**config.mk**
```make
export PLATFORM = sky130hd
export DESIGN_NAME = mon_chan_link
export DESIGN_NICKNAME = d
export VERILOG_FILES = /design/src/rtl/mon_chan_link.sv
export SDC_FILE = /design/constraint.sdc
export NUM_CORES = 1
export LEC_CHECK = 0
export CAP_MARGIN = 20
export CORE_UTILIZATION = 65
export DETAILED_ROUTE_END_ITERATION = 6
export DONT_BUFFER_PORTS = 1
export GPL_ROUTABILITY_DRIVEN = 0
export PLACE_DENSITY_LB_ADDON = 0.08
export SYNTH_ARGS = -nofsm -noshare
export SYNTH_HDL_FRONTEND = slang
export SYNTH_SLANG_ARGS = --single-unit
export TNS_END_PERCENT = 50
```
**constraint.sdc**
```tcl
create_clock -name clk -period 3.55 [get_ports clk]
set_clock_uncertainty 0.05 [all_clocks]
set_input_delay 0.71 -clock clk [delete_from_list [all_inputs] [get_ports clk]]
set_output_delay 0.71 -clock clk [all_outputs]
set_load 0.1 [all_outputs]
```
**src/rtl/mon_chan_link.sv**
```systemverilog
`timescale 1ns/1ps
module mon_chan_link #(
  parameter int TMO_FRAMES = 8,
  localparam int CW = $clog2(TMO_FRAMES + 1)
) (
  input  logic       clk,
  input  logic       rst_n,
  input  logic       frame_tick,
  input  logic [1:0] rx_sc,
  input  logic [7:0] rx_mon,
  output logic [1:0] tx_sc,
  output logic [7:0] tx_mon,
  input  logic [7:0] host_wdata,
  input  logic       host_wlast,
  input  logic       host_wvalid,
  output logic       host_wready,
  output logic [7:0] host_rdata,
  output logic       host_rvalid,
  output logic       host_reom,
  output logic       link_err
);
  typedef enum logic [1:0] {T_IDLE, T_SEND, T_POST, T_ENDW} tst_e;

  wire peer_mr = rx_sc[1];
  wire peer_mx = rx_sc[0];

  logic       prev_mx, taken, in_msg, mr_q;
  logic [7:0] prev_mon;

  wire accept = !peer_mx && !prev_mx && (rx_mon == prev_mon) && !taken;
  wire eom    = peer_mx && prev_mx && in_msg;

  always_ff @(posedge clk) begin
    if (!rst_n) begin
      prev_mx <= 1'b1; prev_mon <= '0; taken <= 1'b0; in_msg <= 1'b0;
      mr_q <= 1'b1; host_rdata <= '0; host_rvalid <= 1'b0; host_reom <= 1'b0;
    end else begin
      host_rvalid <= 1'b0;
      host_reom   <= 1'b0;
      if (frame_tick) begin
        prev_mx  <= peer_mx;
        prev_mon <= rx_mon;
        mr_q     <= 1'b1;
        if (peer_mx) taken <= 1'b0;
        if (accept) begin
          taken <= 1'b1; in_msg <= 1'b1; host_rdata <= rx_mon;
          host_rvalid <= 1'b1; mr_q <= 1'b0;
        end
        if (eom) begin
          in_msg <= 1'b0; host_reom <= 1'b1; mr_q <= 1'b0;
        end
      end
    end
  end

  tst_e          st;
  logic          mx_q, last_q;
  logic [7:0]    mon_q;
  logic [CW-1:0] cnt;

  wire can_load = (st == T_IDLE && !in_msg) || (st == T_POST && !last_q);
  assign host_wready = frame_tick && can_load;
  wire load   = host_wready && host_wvalid;
  wire acked  = !peer_mr;
  wire expire = (cnt == CW'(TMO_FRAMES - 1));

  always_ff @(posedge clk) begin
    if (!rst_n) begin
      st <= T_IDLE; mx_q <= 1'b1; mon_q <= 8'hFF; last_q <= 1'b0;
      cnt <= '0; link_err <= 1'b0;
    end else if (frame_tick) begin
      case (st)
        T_IDLE, T_POST: begin
          if (load) begin
            mon_q <= host_wdata; last_q <= host_wlast; mx_q <= 1'b0;
            cnt <= '0; link_err <= 1'b0; st <= T_SEND;
          end else if (st == T_POST) begin
            cnt <= '0; st <= T_ENDW;
          end
        end
        T_SEND: begin
          if (acked) begin
            mx_q <= 1'b1; st <= T_POST;
          end else if (expire) begin
            mx_q <= 1'b1; link_err <= 1'b1; st <= T_IDLE;
          end else cnt <= cnt + 1'b1;
        end
        default: begin
          if (acked) st <= T_IDLE;
          else if (expire) begin
            link_err <= 1'b1; st <= T_IDLE;
          end else cnt <= cnt + 1'b1;
        end
      endcase
    end
  end

  assign tx_sc  = {mr_q, mx_q};
  assign tx_mon = mon_q;

  AST_SEND_HOLD: assert property (@(posedge clk) disable iff (!rst_n)
    frame_tick && st == T_SEND && peer_mr && !expire |=> !tx_sc[0] && $stable(tx_mon));
  AST_MR_WITH_EVENT: assert property (@(posedge clk) disable iff (!rst_n)
    $fell(tx_sc[1]) |-> host_rvalid || host_reom);
  AST_MR_ONE_FRAME: assert property (@(posedge clk) disable iff (!rst_n)
    frame_tick && !tx_sc[1] |=> tx_sc[1]);
  AST_RX_EXCL: assert property (@(posedge clk) disable iff (!rst_n)
    !(host_rvalid && host_reom));
  AST_NO_START_BUSY: assert property (@(posedge clk) disable iff (!rst_n)
    frame_tick && in_msg && st == T_IDLE |=> st != T_SEND);
  AST_ERR_MX_HIGH: assert property (@(posedge clk) disable iff (!rst_n)
    $rose(link_err) |-> tx_sc[0]);
endmodule

```
## After elaboration in Yosys (flattened, before gate mapping)

Index checks and enable logic that the tools add are counted.

| word-level totals | value |
|---|---|
| flip-flop bits (word level) | 39 |
| output and inout port bits | 22 |
| logic and storage cells | 79 |
| input port bits | 23 |

| operators by class | value |
|---|---|
| add/subtract/negate cells | 1 |
| muxes and demuxes | 25 |
| equality and inequality tests | 8 |
| reduce and logical (&&, ||, !) cells | 31 |

Operator list:

| operator | count |
|---|---|
| $mux W4 | 5 |
| $mux W1 | 13 |
| $reduce_and A4 Y1 | 3 |
| $mux W2 | 5 |
| $reduce_and A2 Y1 | 5 |
| $reduce_bool A2 Y1 | 5 |
| $logic_and A1 B1 Y1 | 9 |
| $eq A8 B8 Y1 | 1 |
| $ne A3 B3 Y1 const B | 2 |
| $logic_not A1 Y1 | 5 |
| $add A4 B1 Y4 const B | 1 |
| $eq A4 B3 Y1 const B | 1 |
| $pmux W2 S2 | 1 |
| $reduce_and A3 Y1 | 1 |
| $eq A2 B1 Y1 const B | 1 |
| $eq A2 B2 Y1 const B | 1 |
| $logic_not A2 Y1 | 1 |
| $ne A2 B1 Y1 const B | 1 |
| $ne A2 B2 Y1 const B | 1 |
| $pmux W1 S2 | 1 |
| $reduce_or A2 Y1 | 1 |
| $logic_or A1 B1 Y1 | 1 |

## Logic depth before layout (Yosys ltp)

| depth | value |
|---|---|
| depth in word-level cells | 7 |
| mapped depth | 5 |
| mapped depth without buffers | 5 |

## Worst setup path after synthesis

No wires, ideal clock.

| timing path | value |
|---|---|
| path kind | input port to output port |
| from | input port frame_tick |
| to | output port host_wready |
| stages | 3 |
| buffers on the path | 2 |
| required time | 2.790 ns |
| path slack | -0.564 ns |
| arrival time | 3.354 ns |
| cells stage by stage | buf_2 -> buf_2 -> nor3b_1 |

| on the way | value |
|---|---|
| word-level cells in the longest chain between the ends | 1 |

RTL lines:

| element | line | RTL |
|---|---|---|
| start: declaration | 8 | `input logic frame_tick,` |
| $logic_and A1 B1 Y1 | 62 | `assign host_wready = frame_tick && can_load;` |
| end: declaration | 16 | `output logic host_wready,` |

No other way between the ends.

## Worst setup path after layout

| timing path | value |
|---|---|
| from | register st[1] |
| to | output port host_wready |

| on the way | value |
|---|---|
| word-level cells in the longest chain between the ends | 4 |
| elaborated cells on any way between the ends | 6 |
| classes of those cells | eq/ne: 1; reduce/logical: 5 |

RTL lines:

| element | line | RTL |
|---|---|---|
| start: declaration | 56 | `tst_e st;` |
| start signal: assignment | 69 | `st <= T_IDLE; mx_q <= 1'b1; mon_q <= 8'hFF; last_q <= 1'b0;` |
| start signal: assignment | 76 | `cnt <= '0; link_err <= 1'b0; st <= T_SEND;` |
| start signal: assignment | 78 | `cnt <= '0; st <= T_ENDW;` |
| $eq A2 B2 Y1 / $logic_not A2 Y1 (equally long branches) | 61 | `wire can_load = (st == T_IDLE && !in_msg) \|\| (st == T_POST && !last_q);` |
| $logic_and A1 B1 Y1 | 61 |  |
| $logic_or A1 B1 Y1 * | 61 |  |
| $logic_and A1 B1 Y1 * | 62 |  |

Mark *: on every way between the ends. The rest lies on a longest branch, timed or not.

==> impl_metrics.yaml <==
status:
  status: "finished, final reports clean"
worst_hold_path:
  hold_path_class: "in2reg"
setup_path:
  path_class: "reg2out"
  cp-end-kind: "primary output"
  worstSetupStartpointType: "register"
  cp.arrival_ns: 1.61
  worstPathMaxFanout: 6
  critPathRequiredTime_ns: 2.79
clock_tree:
  clkLatencyLatePin_ns: 0.34
  clock_path_buffers: 2
  numCtsBuffers: 5
  clk_pin_slew_ns: 0.11
  cts.hold.buffers_added: 0
  cts_root_buf: "clkbuf_4"
  cts_sinks: 39
  cts_max_level: 2
  cts_tree: "built"
  post_cts_resize_count: 0
  cts_setup_buffers: 0
power:
  clkPwrFrac_pct: 26.9
  sw_frac_of_total_pct: 29.0
  power_frac_seq_pct: 63.9
  p_int_w: 0.000559
  leakagePower_nw: 0.667
  combinationalPowerShare_pct: 9.2
  p_sw_w: 0.000229
  power_density_mw_per_mm2: 452
  peakVddDrop_mv: 0.370
floorplanning:
  io_pins: 45
  initial_utilization_pct: 68.7
  die_area_mm2: 0.00283
  fp-row-count: 18
  die_h_um: 53.2
  core_area_mm2: 0.00248
  die_x_um: 53.2
sta:
  slew_headroom_pct: 33.3
  setup_tns_ns: 0
  hold_slack_ns: 0.385
  hold_viol: 0
  rsz0062_at_grt: "no"
  setup_viol: 0
  report.final.slew_viol_count: 0
  fin_ws_ns: 1.18
  fmax_mhz: 421
  fin_crit_sh_pct: 66.9
  tightest_slew_ns: 0.999
  layout_min_cycle_time_ns: 2.37
synth:
  synth_area_leaders: "dfxtp_1 46%, mux2i_1 10%, nand4_1 4.4%"
  syn_area_mm2: 0.00170
  ys_seq_area_share_pct: 45.9
  yosysWarnings: 0
  syn_nets: 201
  synth_top_area_share_pct: 45.9
  synth_edf_count: 0
  synth_area_leader_cell: "dfxtp_1"
  synthFlopType: "dfxtp_1"
  synthCells: 177
  syn_area_per_cell_um2: 9.61
  ys_ff_latch: 39
  synth_cell_types: 39
  async_reset_ff_share_pct: 0
global_route:
  grtUsageMet1_pct: 31.7
  top_usage_layer: "met2"
  grt_max_degree: 26
  grt_pass1_wl_um: 5280
  grt_pass1_vias: 1201
  overflow: 0
  grt_use_met3_pct: 7.18
  grtUsageTotal_pct: 26.3
  use_met2_pct: 43.7
  antenna_found_initial: 0
layout:
  antennaDiodeCount: 0
  design_area_mm2: 0.00174
  layoutNonFillerInstCount: 204
  fin_nets: 197
  drive_gt1_share_pct: 8.62
  syn_to_final_growth_pct: 2.43
  seqCellArea_um2: 781
  multi_input_area_um2: 860
  fillers: 207
detailed_routing:
  drc: 0
  drt-total-wl_um: 3430
  viasPerCell: 6.43
  ant_nets: 0
  drt_iter0_drc: 34
  drt-pass1-iter-count: 4
  wl_per_cell_um: 16.8
  vias: 1312
placed_design:
  place_ws_ns: 1.50
  post_dp_cell_area_mm2: 0.00169
  dp_hpwl_um: 2430
  port_buffers: 0
  post-place-cells: 196
job:
  drv_cap: 0
[per-layer routing]
metal | up-vias | share of wire, %
li1 | 635 | -
met1 | 627 | 43
met2 | 44 | 50
met3 | 6 | 5.5
met4 | 0 | 1.3
met5 | - | 0
[power by group through the flow]
stage	sequential, W	combinational (W)	clock, W
4_1_cts	0.000503	0.0000723	0.000217
3_5_place_dp	0.000513	0.0000723	0
3_3_place_gp	0.000512	0.0000688	0
5_1_grt	0.000505	0.0000789	0.000233
2_1_floorplan	0.000502	0.0000770	0
6_report	0.000503	0.0000723	0.000212
[cell usage in the layout (no fill, tap or decap), types with 2 or more instances in the layout]
| master | n |
|---|---|
| a21oi_1 | 13 |
| and2_1 | 4 |
| and3_1 | 2 |
| clkbuf_1 | 2 |
| clkbuf_4 | 5 |
| dfxtp_1 | 39 |
| mux2i_1 | 17 |
| nand2_1 | 11 |
| nand3_1 | 6 |
| nand4_1 | 12 |
| nor2_1 | 13 |
| o21ai_0 | 7 |
| o31ai_1 | 10 |
| xnor2_1 | 8 |
[cell usage after synthesis (2+ instances only)]
| cell type | instances |
|---|---|
| dfxtp_1 | 39 |
| mux2i_1 | 17 |
| a21oi_1 | 13 |
| nor2_1 | 13 |
| nand4_1 | 12 |
| nand2_1 | 11 |
| o31ai_1 | 10 |
| xnor2_1 | 8 |
| o21ai_0 | 7 |
| nand3_1 | 6 |
| and2_1 | 4 |
| buf_2 | 4 |
| clkbuf_1 | 4 |
| and3_1 | 2 |
| buf_4 | 2 |
| nor3b_1 | 2 |
[area by class of cell]
cell class / count / area share (%)
clock inverters: 1 / 0.287
clock buffers: 7 / 2.58
well taps: 30 / 2.15
inverters: 2 / 0.431
repair buffers: 1 / 0.431
flip-flops and latches: 39 / 44.8
multi-input cells: 124 / 49.3
[logic make-up (layout without fill, tap and decap cells)]
group           Yosys count  in the layout  synth area share (%)
fa+ha+maj                 1              1                 0.735
flops                    39             39                  45.9
xor+xnor                  8              8                  4.12
compound gates           35             35                  12.6
buf+inv                  14             11                  4.26
mux                      18             18                  10.9
simple gates             62             62                  21.5
[state kept, by name, summed over array words and instances (netlist names), 2 cells and up]
signal and count:
cnt 4, host_rdata 8, prev_mon 8, st 2, tx_mon 8
[through the flow]
stage               total power (W)  util (%)
floorplan                  0.000579         -
global placement           0.000581      68.3
detailed placement         0.000585      68.3
CTS                        0.000792      70.4
global route               0.000818      70.4
finish                     0.000788      70.4
[final timing paths]
| kind | startpoint | end | slack (ns) | cells past startpoint |
|---|---|---|---|---|
| worst min-delay path | rst_n | tx_mon[6] | 0.39 | 1 |
| worst max register to register | st[1] | tx_mon[2] | 1.87 | 4 |
| worst min register to register | last_q | last_q | 0.46 | 2 |
| worst max-delay path | st[1] | host_wready | 1.18 | 3 |
[worst max-delay path, stage by stage, from the launching register on]
cell and delay (ns):
dfxtp_1 0.44, mux2_4 0.34, nor3b_4 0.17, buf_4 0.31
Note: power is estimated with default switching activity, not from simulation.
